`config.mk`:
```
export PLATFORM = sky130hd
export DESIGN_NAME = dma_req_arbiter
export DESIGN_NICKNAME = d
export VERILOG_FILES = /design/src/rtl/dra_pkg.sv /design/src/rtl/dra_capture.sv /design/src/rtl/dra_order_fifo.sv /design/src/rtl/dra_grant.sv /design/src/rtl/dma_req_arbiter.sv
export SDC_FILE = /design/constraint.sdc
export NUM_CORES = 1
export LEC_CHECK = 0
export ABC_AREA = 1
export CAP_MARGIN = 20
export CORE_MARGIN = 3
export CORE_UTILIZATION = 45
export DETAILED_ROUTE_END_ITERATION = 10
export GPL_TIMING_DRIVEN = 0
export RECOVER_POWER = 100
export SYNTH_ARGS = -nofsm -noshare
export SYNTH_HDL_FRONTEND = slang
export SYNTH_SLANG_ARGS = --single-unit
```
`constraint.sdc`:
```
create_clock -name clk_i -period 4.7 [get_ports clk_i]
set_clock_uncertainty 0.15 [all_clocks]
set_input_delay 0.47 -clock clk_i [delete_from_list [all_inputs] [get_ports clk_i]]
set_output_delay 0.47 -clock clk_i [all_outputs]
set_load 0.02 [all_outputs]
```
`src/rtl/dra_pkg.sv`:
```
package dra_pkg;
  // queue depth: next power of two at or above the number of sources
  function automatic int unsigned dra_depth(input int unsigned n_ids);
    return 1 << $clog2(n_ids);
  endfunction
endpackage

```
`src/rtl/dra_capture.sv`:
```
module dra_capture #(
  parameter int unsigned N_IDS = 8
) (
  input  logic             clk_i,
  input  logic             rst_ni,
  input  logic [N_IDS-1:0] req_i,
  input  logic [N_IDS-1:0] clr_i,
  output logic [N_IDS-1:0] push_o,
  output logic [N_IDS-1:0] pend_o
);
  logic [N_IDS-1:0] pend_q;

  // a source already pending (incl. its done cycle) is not captured again
  assign push_o = req_i & ~pend_q;
  assign pend_o = pend_q;

  always_ff @(posedge clk_i or negedge rst_ni) begin
    if (!rst_ni) pend_q <= '0;
    else         pend_q <= (pend_q | push_o) & ~clr_i;
  end
endmodule

```
`src/rtl/dra_order_fifo.sv`:
```
module dra_order_fifo
  import dra_pkg::*;
#(
  parameter int unsigned N_IDS = 8,
  parameter int unsigned ID_W  = 3,
  parameter int unsigned CNT_W = 4
) (
  input  logic             clk_i,
  input  logic             rst_ni,
  input  logic [N_IDS-1:0] push_i,
  input  logic             pop_i,
  output logic             empty_o,
  output logic [ID_W-1:0]  head_o,
  output logic [CNT_W-1:0] count_o
);
  localparam int unsigned DEPTH = dra_depth(N_IDS);
  localparam int unsigned PTR_W = (DEPTH > 1) ? $clog2(DEPTH) : 1;

  logic [ID_W-1:0]  mem_q [DEPTH];
  logic [PTR_W-1:0] wr_q, rd_q;
  logic [CNT_W-1:0] cnt_q;
  logic [PTR_W-1:0] slot [N_IDS];
  logic [CNT_W-1:0] n_push;

  // same-edge arrivals take consecutive slots in ascending source order
  always_comb begin
    n_push = '0;
    for (int i = 0; i < N_IDS; i++) begin
      slot[i] = wr_q + PTR_W'(n_push);
      n_push  = n_push + CNT_W'(push_i[i]);
    end
  end

  always_ff @(posedge clk_i) begin
    for (int i = 0; i < N_IDS; i++)
      if (push_i[i]) mem_q[slot[i]] <= ID_W'(i);
  end

  always_ff @(posedge clk_i or negedge rst_ni) begin
    if (!rst_ni) begin
      wr_q  <= '0;
      rd_q  <= '0;
      cnt_q <= '0;
    end else begin
      wr_q  <= wr_q + PTR_W'(n_push);
      rd_q  <= rd_q + PTR_W'(pop_i);
      cnt_q <= cnt_q + n_push - CNT_W'(pop_i);
    end
  end

  assign empty_o = (cnt_q == '0);
  assign head_o  = mem_q[rd_q];
  assign count_o = cnt_q;
endmodule

```
`src/rtl/dra_grant.sv`:
```
module dra_grant #(
  parameter int unsigned N_IDS = 8,
  parameter int unsigned ID_W  = 3
) (
  input  logic             clk_i,
  input  logic             rst_ni,
  input  logic             empty_i,
  input  logic [ID_W-1:0]  head_i,
  input  logic             done_i,
  output logic             pop_o,
  output logic [N_IDS-1:0] gnt_o,
  output logic [N_IDS-1:0] clr_o
);
  localparam logic [N_IDS-1:0] ONE = N_IDS'(1);

  logic             busy_q;
  logic [N_IDS-1:0] gnt_q;

  // issue only from idle; the done edge returns to idle, giving a one-cycle gap
  assign pop_o = !busy_q && !empty_i;
  assign clr_o = (busy_q && done_i) ? gnt_q : '0;
  assign gnt_o = gnt_q;

  always_ff @(posedge clk_i or negedge rst_ni) begin
    if (!rst_ni) begin
      busy_q <= 1'b0;
      gnt_q  <= '0;
    end else if (pop_o) begin
      busy_q <= 1'b1;
      gnt_q  <= ONE << head_i;
    end else if (busy_q && done_i) begin
      busy_q <= 1'b0;
      gnt_q  <= '0;
    end
  end
endmodule

```
`src/rtl/dma_req_arbiter.sv`:
```
module dma_req_arbiter #(
  parameter int unsigned N_PERIPH = 4
) (
  input  logic                clk_i,
  input  logic                rst_ni,
  input  logic [N_PERIPH-1:0] rx_req_i,
  input  logic [N_PERIPH-1:0] tx_req_i,
  input  logic                done_i,
  output logic [N_PERIPH-1:0] rx_gnt_o,
  output logic [N_PERIPH-1:0] tx_gnt_o
);
  localparam int unsigned N_IDS = 2 * N_PERIPH;
  localparam int unsigned ID_W  = $clog2(N_IDS);
  localparam int unsigned CNT_W = $clog2(dra_pkg::dra_depth(N_IDS)) + 1;

  logic [N_IDS-1:0] req_w, push_w, pend_w, clr_w, gnt_w;
  logic             pop_w, empty_w;
  logic [ID_W-1:0]  head_w;
  logic [CNT_W-1:0] fifo_cnt_w;

  // source number: receive i -> i, transmit i -> N_PERIPH+i
  assign req_w = {tx_req_i, rx_req_i};

  dra_capture #(.N_IDS(N_IDS)) u_capture (
    .clk_i  (clk_i),
    .rst_ni (rst_ni),
    .req_i  (req_w),
    .clr_i  (clr_w),
    .push_o (push_w),
    .pend_o (pend_w)
  );

  dra_order_fifo #(.N_IDS(N_IDS), .ID_W(ID_W), .CNT_W(CNT_W)) u_fifo (
    .clk_i   (clk_i),
    .rst_ni  (rst_ni),
    .push_i  (push_w),
    .pop_i   (pop_w),
    .empty_o (empty_w),
    .head_o  (head_w),
    .count_o (fifo_cnt_w)
  );

  dra_grant #(.N_IDS(N_IDS), .ID_W(ID_W)) u_grant (
    .clk_i   (clk_i),
    .rst_ni  (rst_ni),
    .empty_i (empty_w),
    .head_i  (head_w),
    .done_i  (done_i),
    .pop_o   (pop_w),
    .gnt_o   (gnt_w),
    .clr_o   (clr_w)
  );

  assign rx_gnt_o = gnt_w[N_PERIPH-1:0];
  assign tx_gnt_o = gnt_w[N_IDS-1:N_PERIPH];
endmodule

```
==> summary.txt <==
outcome: finished clean
layout cells sized above 1: 0.08539
IO Port Bufs: 18
Yosys top cell area share: 0.1695
critical register-to-register path startpoint: u_capture.pend_o[0]$_DFF_PN0_
Max stage delay on crit path: 490 ps
hold crit path type: input port to asynchronous set/reset pin
Die Wd: 100.1 um
final worst slack: 190.4 ps
max_cap viols: 0
DIE AREA: 10,020 sq um
post-detailed-route count of antenna-violating nets: 0
Yosys reg bits: 51
vias in the first global route: 3,850
R2R depth: 20
Setup CP Type: input port to flop
All-Layer GR Usage: 0.2262
worst slew pin tran: 1076 ps
Leakage: 2.305 nW
final cycle utilization of the critical path: 0.9595
largest area contributor in the netlist: dfrtp_1
clock latency on the worst-skew pair: 320 ps
Net count, final: 655
diode count: 0
FF-to-FF End: u_fifo.count_o[3]$_DFF_PN0_
peak supply drop: 0.3367 mV
Detailed Route WL: 10.44 mm
clock slew at reported path FFs: 110 ps
total number of vias: 3,734
Ports: 19
DRT Pass-1 Iters: 4
cts hold-fix bufs: 0
TritonCTS clock tree: built
row count: 33
Synth Instances: 582
most instantiated cells after synthesis: nand2_1, inv_1, nor2_1
Setup crit end kind: flop
DRC violations left: 0
Die H: 100.1 um
Final min period: 4510 ps
Initial Util: 0.4733
data arrival time of the critical path: 4560 ps
reg-to-reg slack, setup: 410 ps
mean routed wirelength per cell: 14.62 um
Post-synth ARST share: 0.5294
Num CTS Buffers: 5
initial antenna violation count: 0
Top delay family on crit path: adder cells
count leader, synth: nand2_1
Seq/Total Area, Yosys: 0.2900
global-route wire length before repair: 17.82 mm
Mapped Nets: 629
RSZ-0062 raised after global routing: false
# setup viols final: 0
pre-CTS setup slack: -588.3 ps
Placer Congestion: 0.8825
PD cells: 586.1 nW/um^2
CTS Sinks: 51
relative slew slack: 0.2825
Synth area leaders: dfrtp_1, nand2_1, dfxtp_1
Worst EP required: 4750 ps
Synth cell types: 35
Overflow after GRT: 0
slowest cell on the critical path: clkdlybuf4s50_1
DR iter-0 viols: 210
Setup crit start kind: input port
Syn Area/Cell: 6.849 sq um
CTS root buffer: clkbuf_8
DP HPWL: 8.660 mm
largest net degree at the start of global routing: 21
warnings from Yosys: 0
setup repair bufs after CTS: 0
TNS Setup: 0 ps
Vias/cell: 5.230
most frequent CP cell: ha_1
count of final hold-check violations: 0
Synth Flop Type: dfrtp_1
WP buf/inv: 2
Pins Over Slew Limit: 0
Fmax achieved: 221.7 MHz
Core ar.: 8423 sq um
EDFF count, synth: 0
H-tree Lvls: 2
crit path cell chain: clkdlybuf4s50_1 -> nand2_2 -> xor2_2 -> ha_4 -> ha_4 -> ha_4 -> ha_4 -> ha_1 -> ha_1 -> ha_1 -> xor2_1 -> ha_1 -> inv_1 -> ha_1 -> a21oi_1 -> nand2_1 -> xor2_1 -> nand3b_1 -> nand2_1 -> xor2_1
mapped cell area: 3986 sq um
Worst Path Max Fanout: 5
synthesis-to-finish area growth: 13.31%
CTS Buffer Depth: 2
-- power by group --
group | internal [mW] | switching, mW | total, mW
clock | 0.108 | 0.169 | 0.277
sequential | 0.634 | 0.151 | 0.785
combinational | 0.612 | 0.973 | 1.58
total | 1.35 | 1.29 | 2.65
-- per-layer routing --
| layer | vias to the layer above | global-route usage | share of wire |
|---|---|---|---|
| li1 | 1899 | - | - |
| met5 | - | 0 | 0 |
| met3 | 25 | 0.04587 | 0.055 |
| met4 | 0 | 0.07047 | 0.031 |
| met1 | 1702 | 0.2823 | 0.43 |
| met2 | 108 | 0.3919 | 0.48 |
-- timing repair --
item,CTS,global route
pin swaps,0,1
resized for setup,9,12
endpoints found under the setup margin,1,1
gates cloned,0,0
-- state kept, by name, summed over array words and instances (netlist names) --
register / flops
u_capture.pend_o: 8
u_fifo.count_o: 4
u_fifo.mem_q: 24
u_fifo.rd_q: 3
u_fifo.wr_q: 3
u_grant.busy_q: 1
u_grant.gnt_o: 8
-- final cells by class --
cell class / instances / area (sq um)
flip-flops and latches: 51 / 1156
clock buffers: 5 / 68.82
multi-input cells: 427 / 2554
inverters: 101 / 379.1
repair buffers: 19 / 183.9
fillers: 847 / 3906
well taps: 105 / 131.4
plain buffers: 3 / 20.02
clock inverters: 3 / 23.77
-- worst reg2reg max path, stage by stage (launching register included) --
cell	delay (ps)
dfrtp_1	390
inv_1	60
nand2_2	110
xor2_2	220
ha_4	310
ha_4	210
ha_4	280
ha_4	200
ha_1	300
ha_1	200
ha_1	220
xor2_1	170
ha_1	270
inv_1	40
ha_1	330
a21oi_1	130
nand2_1	80
xor2_1	170
nand3b_1	130
nand2_1	60
xor2_1	150
-- cells by family after synthesis --
group	after synthesis	synth area share
xor+xnor	17	0.03923
fa+ha+maj	36	0.1281
compound gates	78	0.1095
buf+inv	104	0.1004
flops	51	0.2900
simple gates	296	0.3327
-- worst max path at each step --
stage | start | end | slack (ps) | cells past startpoint
finish | rx_req_i[0] | u_fifo.count_o[3]$_DFF_PN0_ | 190 | 20
global route | rx_req_i[2] | u_fifo.count_o[3]$_DFF_PN0_ | 9 | 20
CTS | rx_req_i[0] | u_fifo.count_o[3]$_DFF_PN0_ | 0.8 | 20
detailed placement | rx_req_i[0] | u_fifo.count_o[3]$_DFF_PN0_ | -590 | 22
global placement | rx_req_i[2] | u_fifo.count_o[3]$_DFF_PN0_ | -560 | 22
floorplan | rx_req_i[0] | u_fifo.count_o[3]$_DFF_PN0_ | 310 | 19
-- placed cells by master, fill, tap and decap left out, types with 5 or more instances in the layout --
cell type / Yosys / routed
o21ai_0: 28 / 29
clkdlybuf4s50_1: 0 / 8
dlygate4sd3_1: 0 / 10
dfxtp_1: 24 / 24
nand3_2: 13 / 8
fa_1: 8 / 8
ha_1: 28 / 19
nand2_1: 142 / 139
a21oi_1: 21 / 21
xnor2_1: 5 / 5
nand3_1: 52 / 57
nor2_1: 67 / 66
o22ai_1: 17 / 17
dfrtp_1: 27 / 27
ha_4: 0 / 9
clkbuf_8: 0 / 5
inv_1: 99 / 101
xor2_1: 11 / 9
nand2_2: 8 / 11
-- metrics by stage --
stage / hold slack, ps / util / cells / cell area [sq um] / total power, mW
floorplan: 24.41 / - / 582 / 3986 / 1.945
global placement: 309.5 / 0.5103 / 705 / 4298 / 2.331
detailed placement: 307.3 / 0.5135 / 706 / 4325 / 2.367
CTS: 316.0 / 0.5305 / 714 / 4468 / 2.662
global route: 336.9 / 0.5362 / 714 / 4517 / 2.957
finish: 322.5 / 0.5362 / 714 / 4517 / 2.647
Note: power is estimated with default switching activity, not from simulation.
